`src/rtl/msg_status_pkg.sv`:
```
package msg_status_pkg;

  typedef logic [1:0] flag_t;

  // checksum-cycle value that means the checksum was good
  localparam flag_t CSUM_GOOD   = 2'b00;
  // acceptance-cycle value that means the message was taken
  localparam flag_t ACPT_TAKEN  = 2'b10;

  // one captured status: whether its strobe arrived, and the value seen
  typedef struct packed {
    logic  seen;
    flag_t val;
  } capt_t;

  localparam int NUM_FLAGS = 2;
  localparam int FLG_CSUM  = 0;
  localparam int FLG_ACPT  = 1;

endpackage

```
`src/rtl/msg_cycle_counter.sv`:
```
module msg_cycle_counter #(
  parameter int MODE_W    = 3,
  parameter int EOI_CODE  = 3,
  parameter int SHORT_LEN = 14,
  parameter int LONG_LEN  = 21,
  parameter int CNT_W     = 5
) (
  input  logic              clk,
  input  logic              rst,
  input  logic              start_i,
  input  logic [MODE_W-1:0] mode_i,
  output logic              launch_o,
  output logic              win_o,
  output logic              upd_cyc_o,
  output logic              pre_last_o
);

  localparam logic [CNT_W-1:0] SHORT_C = CNT_W'(SHORT_LEN);
  localparam logic [CNT_W-1:0] LONG_C  = CNT_W'(LONG_LEN);
  localparam logic [CNT_W-1:0] ONE_C   = CNT_W'(1);
  localparam logic [CNT_W-1:0] TWO_C   = CNT_W'(2);

  logic             busy_q;
  logic [CNT_W-1:0] cnt_q;
  logic [CNT_W-1:0] len_q;
  logic [CNT_W-1:0] upd_at;
  logic [CNT_W-1:0] pre_at;

  assign launch_o = start_i && !busy_q;
  assign upd_at   = len_q - TWO_C;
  assign pre_at   = len_q - ONE_C;

  always_ff @(posedge clk) begin
    if (rst) begin
      busy_q <= 1'b0;
      cnt_q  <= '0;
      len_q  <= LONG_C;
    end else if (launch_o) begin
      busy_q <= 1'b1;
      cnt_q  <= ONE_C;
      len_q  <= (mode_i == MODE_W'(EOI_CODE)) ? SHORT_C : LONG_C;
    end else if (busy_q) begin
      if (cnt_q == len_q) begin
        busy_q <= 1'b0;
        cnt_q  <= '0;
      end else begin
        cnt_q  <= cnt_q + ONE_C;
      end
    end
  end

  assign win_o      = busy_q && (cnt_q <= upd_at);
  assign upd_cyc_o  = busy_q && (cnt_q == upd_at);
  assign pre_last_o = busy_q && (cnt_q == pre_at);

endmodule

```
`src/rtl/msg_flag_capture.sv`:
```
module msg_flag_capture
  import msg_status_pkg::*;
(
  input  logic  clk,
  input  logic  rst,
  input  logic  clear_i,
  input  logic  win_i,
  input  logic  strobe_i,
  input  flag_t sample_i,
  output capt_t eff_o
);

  capt_t q;
  logic  take;

  assign take = win_i && strobe_i;

  always_ff @(posedge clk) begin
    if (rst || clear_i) begin
      q <= '0;
    end else if (take) begin
      q <= '{seen: 1'b1, val: sample_i};
    end
  end

  // a strobe in the current cycle is visible at once, so a strobe in the
  // update-decision cycle still counts
  assign eff_o = take ? '{seen: 1'b1, val: sample_i} : q;

endmodule

```
`src/rtl/msg_outcome.sv`:
```
module msg_outcome
  import msg_status_pkg::*;
(
  input  logic  clk,
  input  logic  rst,
  input  logic  upd_cyc_i,
  input  logic  pre_last_i,
  input  capt_t csum_i,
  input  capt_t acpt_i,
  output logic  done_o,
  output logic  retry_o,
  output logic  arb_upd_o,
  output logic  accept_o
);

  logic csum_ok;
  logic wants_upd;
  logic taken;

  assign csum_ok   = csum_i.seen && (csum_i.val == CSUM_GOOD);
  assign wants_upd = csum_ok && acpt_i.seen && acpt_i.val[1];
  assign taken     = csum_ok && acpt_i.seen && (acpt_i.val == ACPT_TAKEN);

  always_ff @(posedge clk) begin
    if (rst) begin
      done_o    <= 1'b0;
      retry_o   <= 1'b0;
      arb_upd_o <= 1'b0;
      accept_o  <= 1'b0;
    end else begin
      done_o    <= pre_last_i;
      accept_o  <= pre_last_i && taken;
      retry_o   <= pre_last_i && !taken;
      arb_upd_o <= upd_cyc_i && wants_upd;
    end
  end

endmodule

```
`src/rtl/msg_status_eval.sv`:
```
module msg_status_eval
  import msg_status_pkg::*;
#(
  parameter int MODE_W    = 3,
  parameter int EOI_CODE  = 3,
  parameter int SHORT_LEN = 14,
  parameter int LONG_LEN  = 21
) (
  input  logic              clk,
  input  logic              rst,
  input  logic              start_i,
  input  logic [MODE_W-1:0] mode_i,
  input  logic [1:0]        bus_i,
  input  logic              a_strobe_i,
  input  logic              a1_strobe_i,
  output logic              done_o,
  output logic              retry_o,
  output logic              arb_upd_o,
  output logic              accept_o
);

  localparam int CNT_W = $clog2(LONG_LEN + 1);

  logic                 launch;
  logic                 win;
  logic                 upd_cyc;
  logic                 pre_last;
  logic [NUM_FLAGS-1:0] strobes;
  capt_t                eff [NUM_FLAGS];

  assign strobes[FLG_CSUM] = a_strobe_i;
  assign strobes[FLG_ACPT] = a1_strobe_i;

  msg_cycle_counter #(
    .MODE_W   (MODE_W),
    .EOI_CODE (EOI_CODE),
    .SHORT_LEN(SHORT_LEN),
    .LONG_LEN (LONG_LEN),
    .CNT_W    (CNT_W)
  ) u_cnt (
    .clk       (clk),
    .rst       (rst),
    .start_i   (start_i),
    .mode_i    (mode_i),
    .launch_o  (launch),
    .win_o     (win),
    .upd_cyc_o (upd_cyc),
    .pre_last_o(pre_last)
  );

  for (genvar g = 0; g < NUM_FLAGS; g++) begin : g_flag
    msg_flag_capture u_cap (
      .clk     (clk),
      .rst     (rst),
      .clear_i (launch),
      .win_i   (win),
      .strobe_i(strobes[g]),
      .sample_i(bus_i),
      .eff_o   (eff[g])
    );
  end

  msg_outcome u_out (
    .clk       (clk),
    .rst       (rst),
    .upd_cyc_i (upd_cyc),
    .pre_last_i(pre_last),
    .csum_i    (eff[FLG_CSUM]),
    .acpt_i    (eff[FLG_ACPT]),
    .done_o    (done_o),
    .retry_o   (retry_o),
    .arb_upd_o (arb_upd_o),
    .accept_o  (accept_o)
  );

endmodule

```
`config.mk`:
```
export PLATFORM = sky130hd
export DESIGN_NAME = msg_status_eval
export DESIGN_NICKNAME = d
export VERILOG_FILES = /design/src/rtl/msg_status_pkg.sv /design/src/rtl/msg_cycle_counter.sv /design/src/rtl/msg_flag_capture.sv /design/src/rtl/msg_outcome.sv /design/src/rtl/msg_status_eval.sv
export SDC_FILE = /design/constraint.sdc
export NUM_CORES = 1
export LEC_CHECK = 0
export BUFFER_PORTS_ARGS = -buffer_cell sky130_fd_sc_hd__buf_4
export CAP_MARGIN = 20
export CORE_UTILIZATION = 30
export DETAILED_ROUTE_END_ITERATION = 16
export GPL_TIMING_DRIVEN = 0
export PLACE_DENSITY = 0.53
export SLEW_MARGIN = 20
export SYNTH_ARGS = -nofsm -noshare
export SYNTH_HDL_FRONTEND = slang
export SYNTH_SLANG_ARGS = --single-unit
```
`constraint.sdc`:
```
create_clock -name clk -period 2.7 [get_ports clk]
set_input_delay 0.135 -clock clk [delete_from_list [all_inputs] [get_ports clk]]
set_output_delay 0.135 -clock clk [all_outputs]
set_load 0.005 [all_outputs]
```
**Word-level counts from Yosys, hierarchy flattened**

Cells that the tools add are included.

- Word-level logic and storage cells: 49
- Output and inout port bits: 4
- Bits in registers: 21

- $lt $le $gt $ge: 1
- Reduce and logical (&&, ||, !) cells: 19
- Eq/ne operators: 5
- Muxes and demuxes: 9
- Add/sub/neg operators: 3

Operators with widths:

| cell | count |
|---|---|
| == test 5 bit | 3 |
| logical AND 1 bit | 13 |
| two-way mux 5 bit | 2 |
| two-way mux 3 bit | 2 |
| adder 5 x 1 -> 5 bit (second input constant) | 1 |
| less-or-equal comparator 5 bit | 1 |
| two-way mux 1 bit | 5 |
| subtractor 5 x 1 -> 5 bit (second input constant) | 1 |
| subtractor 5 x 2 -> 5 bit (second input constant) | 1 |
| == test 3 x 2 -> 1 bit (second input constant) | 1 |
| == test 2 bit (second input constant) | 1 |
| zero test 1 bit | 2 |
| zero test 2 bit | 1 |
| nonzero test 2 bit | 1 |
| OR reduction 2 bit | 1 |
| logical OR 1 bit | 1 |

**Longest topological paths before layout**

- Depth in word-level cells: 11
- Gate-level depth with buffers: 7
- Depth with buffers taken out: 7

**By module**

A second synthesis with hierarchy kept.

- Cell total of the unflattened synthesis: 97
- Area, all modules: 933.4 um^2

By module, submodules not included:

| module | times used | cells each | area an instance (um^2) | sequential area each (um^2) |
|---|---|---|---|---|
| msg_cycle_counter | 1 | 58 | 531.8 | 160.2 |
| msg_flag_capture | 2 | 15 | 126.4 | 60.1 |
| msg_outcome | 1 | 9 | 148.9 | 80.1 |

**Worst setup path before layout**

No wires, ideal clock.

- Path kind: reg2reg
- From: reg u_cnt.len_q[0]
- To: reg u_out.retry_o
- Data arrival time: 1.981 ns
- Stages on the path, launching flop included: 8
- Buffers on the path: 0
- Path slack: 0.599 ns
- Data required time: 2.580 ns
- Cell sequence: dfxtp_1 > inv_1 > ha_1 > nand3_1 > or2_2 > o22ai_4 > mux2_4 > o31a_1

- Word-level cells in the longest chain between the ends: 11

Ends and longest elaborated chain:

| element | RTL line | source |
|---|---|---|
| from (decl) | msg_cycle_counter.sv:25 | `logic [CNT_W-1:0] len_q;` |
| from (signal assigned) | msg_cycle_counter.sv:41 | `len_q <= (mode_i == MODE_W'(EOI_CODE)) ? SHORT_C : LONG_C;` |
| subtractor 5 x 2 -> 5 bit | msg_cycle_counter.sv:30 | `assign upd_at = len_q - TWO_C;` |
| less-or-equal comparator 5 bit | msg_cycle_counter.sv:52 | `assign win_o = busy_q && (cnt_q <= upd_at);` |
| logical AND 1 bit | msg_cycle_counter.sv:52 |  |
| logical AND 1 bit | msg_flag_capture.sv:16 | `assign take = win_i && strobe_i;` |
| two-way mux 3 bit | msg_flag_capture.sv:28 | `assign eff_o = take ? '{seen: 1'b1, val: sample_i} : q;` |
| zero test 2 bit | msg_outcome.sv:20 | `assign csum_ok = csum_i.seen && (csum_i.val == CSUM_GOOD);` |
| logical AND 1 bit | msg_outcome.sv:20 |  |
| logical AND 1 bit (2 in a row) | msg_outcome.sv:22 | `assign taken = csum_ok && acpt_i.seen && (acpt_i.val == ACPT_TAKEN);` |
| zero test 1 bit | msg_outcome.sv:33 | `retry_o <= pre_last_i && !taken;` |
| logical AND 1 bit (*) | msg_outcome.sv:33 |  |
| to (signal assigned) | msg_outcome.sv:33 |  |
| to (decl) | msg_outcome.sv:11 | `output logic retry_o,` |

Mark *: on every way between the ends. The rest lies on a longest branch, timed or not.
A chain may end at the register's enable or synchronous reset.

**Worst setup path after layout**

Ends and elaborated chain as after synthesis.

==> results.json <==
{
  "outcome": "completed",
  "area_growth_pct": 17.1,
  "drt_drc_violations_left": 0,
  "cp.arrival_ns": 2.54,
  "path_clk_slew_ns": 0.10,
  "seq_area_um2": 360,
  "rsz0062_at_grt": "no",
  "hold_class": "in2reg",
  "netlist_area_mm2": 0.00102,
  "synthCells": 119,
  "ys_seq_area_share_pct": 35.2,
  "postCtsSetupRepairBufs": 0,
  "fin_worst_skew_ns": 0.00425,
  "grt_pass1_vias": 866,
  "n_fill_cell": 350,
  "intPower_mw": 0.355,
  "route.met2.wl_um": 1030,
  "seq_power_share_pct": 57.6,
  "synth.largest_area_cell": "dfxtp_1",
  "die-area_mm2": 0.00365,
  "initial_core_util_pct": 32.5,
  "max_stage_delay_ns": 0.38,
  "htree_levels": 1,
  "fin_tns_setup_ns": 0,
  "slowest_stage": "or2_2",
  "antenna_found_initial": 0,
  "syn_avg_cell_area_um2": 8.61,
  "worstSetupEndpointType": "flop",
  "power_frac_comb_pct": 14.7,
  "hold_buffers": 0,
  "critPathKind": "reg2reg",
  "die_w_um": 60.4,
  "synth-seq-cells": 18,
  "firstDrtPassIters": 4,
  "critical_path.max_fanout": 5,
  "numCtsBuffers": 3,
  "slew_viol_final": 0,
  "core_area_mm2": 0.00315,
  "ys_types": 37,
  "drtAntennaViolNets": 0,
  "cts_num_sinks": 18,
  "grt_start_max_net_pins": 11,
  "wire_per_inst_um": 12.8,
  "finalHoldViolCount": 0,
  "top_layer": "met4",
  "swShare_pct": 26.3,
  "clkPwrFrac_pct": 27.7,
  "rows": 20,
  "synth.area.top_cells": "dfxtp_1 (35%), ha_1 (8.5%), nor2_1 (6.6%)",
  "pwr_density_cell_mw_per_mm2": 401,
  "portBuffers": 13,
  "cts.repair.resized": 0,
  "fmax_mhz": 427,
  "via_per_inst": 4.98,
  "io_pins": 14,
  "critPathRequiredTime_ns": 2.89,
  "finalSetupViolations": 0,
  "relSlewSlack_pct": 64.0,
  "synth_nets": 136,
  "grtUsageTotal_pct": 14.2,
  "initialDrtViolationCount": 34,
  "peakVddDrop_uv": 182,
  "vias": 891,
  "nNetsFinal": 154,
  "gp_congestion": 0.858,
  "yosys_warnings": 0,
  "tightest_slew_ns": 0.538,
  "cts_buffer_depth": 2,
  "grt_pass1_wl_um": 3820,
  "wirelength_um": 2300,
  "fp.dieH_um": 60.4,
  "final_cell_area_mm2": 0.00120,
  "clock-root-buffer": "clkbuf_4",
  "fin_crit_ns": 2.34,
  "tritoncts": "built",
  "antenna_cells": 0,
  "wl_met1_um": 1150,
  "worstSetupStartpointType": "flop",
  "switchingPower_mw": 0.127,
  "maxCapViolations": 0,
  "grt_remaining_overflow": 0,
  "place_area_mm2": 0.00118,
  "fin_crit_sh_pct": 86.8,
  "multi_input_area_um2": 634,
  "path_cells": "inv_1 > ha_1 > nand3_1 > or2_2 > o22ai_4 > mux2_4 > o31a_1",
  "hpwl_um": 1820,
  "wl_met3_um": 87,
  "yosys.area.top_type_share_pct": 35.2,
  "p_leak_nw": 0.480,
  "layout-drive-gt1-share_pct": 18.5,
  "clock_latency_ns": 0.29
}
-- logic make-up after synthesis --
logic type / synth area share (%)
AND/OR/NAND/NOR: 24.2
XOR/XNOR: 4.27
multiplexers: 2.44
adder cells (fa/ha/maj): 8.55
AO/OA/AOI/OAI: 22.5
buffers and inverters: 2.93
flip-flops: 35.2
-- final cells by class --
class,instances,area share [%]
inverters,5,1.56
repair buffers,13,8.13
plain buffers,2,0.938
multi-input cells,94,52.9
clock buffers,3,1.88
well taps,44,4.59
flip-flops and latches,18,30.0
-- per-layer routing --
metal / up-vias / global-route usage (%)
met5: - / 0
met4: 0 / 4.87
met3: 4 / 3.20
met2: 17 / 24.2
met1: 411 / 17.6
li1: 459 / -
-- metrics by stage --
stage	std cells	utilization, %	power (mW)	setup slack (ns)	hold slack [ns]
5_1_grt	179	38.1	0.507	0.270	0.0587
3_5_place_dp	176	37.3	0.354	0.388	0.371
6_report	179	38.1	0.482	0.357	0.0639
4_1_cts	179	38.1	0.487	0.368	0.0496
2_1_floorplan	119	-	0.328	0.599	0.207
3_3_place_gp	176	37.3	0.353	0.406	0.365
-- cells in the final DEF (no fill, tap or decap), types with 2 or more instances in the layout --
master	count
nor3_1	2
nand3_1	6
a21oi_1	11
nand2b_1	3
clkbuf_4	3
dfxtp_1	18
o31a_1	2
nand2_1	9
nor2_1	18
inv_1	5
o21ai_0	5
a211oi_1	2
xor2_1	3
nand4_1	2
ha_1	7
xnor2_1	2
buf_4	14
or3_1	3
-- worst max-delay path: cells and delay by family, from the launching register on --
family / cells / cell delay, ns
simple gates: 2 / 0.57
mux: 1 / 0.34
buf+inv: 1 / 0.07
flops: 1 / 0.35
fa+ha+maj: 1 / 0.35
compound gates: 2 / 0.56
-- registers in the layout (all words and copies together), names as in the netlist --
name,count
g_flag.u_cap.q,6
u_cnt.cnt_q,5
u_cnt.len_q,2
u_cnt.busy_q,1
u_out.accept_o,1
u_out.arb_upd_o,1
u_out.done_o,1
u_out.retry_o,1
-- cells in the mapped netlist (all sizes together) --
cell and instances:
o32a 1, a211o 1, nor4b 1, a2bb2oi 1, nor2 18, o311ai 1
nand2b 4, nand4 2, a211oi 3, mux2 1, nor3b 1, o31ai 1
o211a 1, clkbuf 1, ha 7, mux2i 1, nand2 9, a21oi 11
a21o 1, dfxtp 18, xnor2 2, xor2 3, o22ai 1, and2 1
a21boi 1, or2 1, or3 3, nor3 2, o31a 2, inv 5
nand3 6, nor4 1, o211ai 1, o21ai 5, buf 1
-- path summary, 6_finish.rpt --
| check | from | endpoint | slack, ns | cells past startpoint |
|---|---|---|---|---|
| worst min register to register | g_flag[0].u_cap.q[0]$_SDFF_PP0_ | g_flag[0].u_cap.q[0]$_SDFF_PP0_ | 0.48 | 2 |
| worst min-delay path | rst | u_cnt.busy_q$_SDFF_PP0_ | 0.06 | 2 |
| worst max-delay path | u_cnt.len_q[0]$_SDFFE_PP1P_ | u_out.retry_o$_SDFF_PP0_ | 0.36 | 7 |
| worst max register to register | u_cnt.len_q[0]$_SDFFE_PP1P_ | u_out.retry_o$_SDFF_PP0_ | 0.36 | 7 |
-- power by group through the flow --
stage	clock (mW)	sequential [mW]	combinational [mW]
after detailed placement	0	0.284	0.0701
after global placement	0	0.284	0.0697
after global routing	0.149	0.279	0.0797
after CTS	0.139	0.277	0.0706
final	0.134	0.277	0.0706
after floorplan	0	0.282	0.0456
Note: power is estimated with default switching activity, not from simulation.
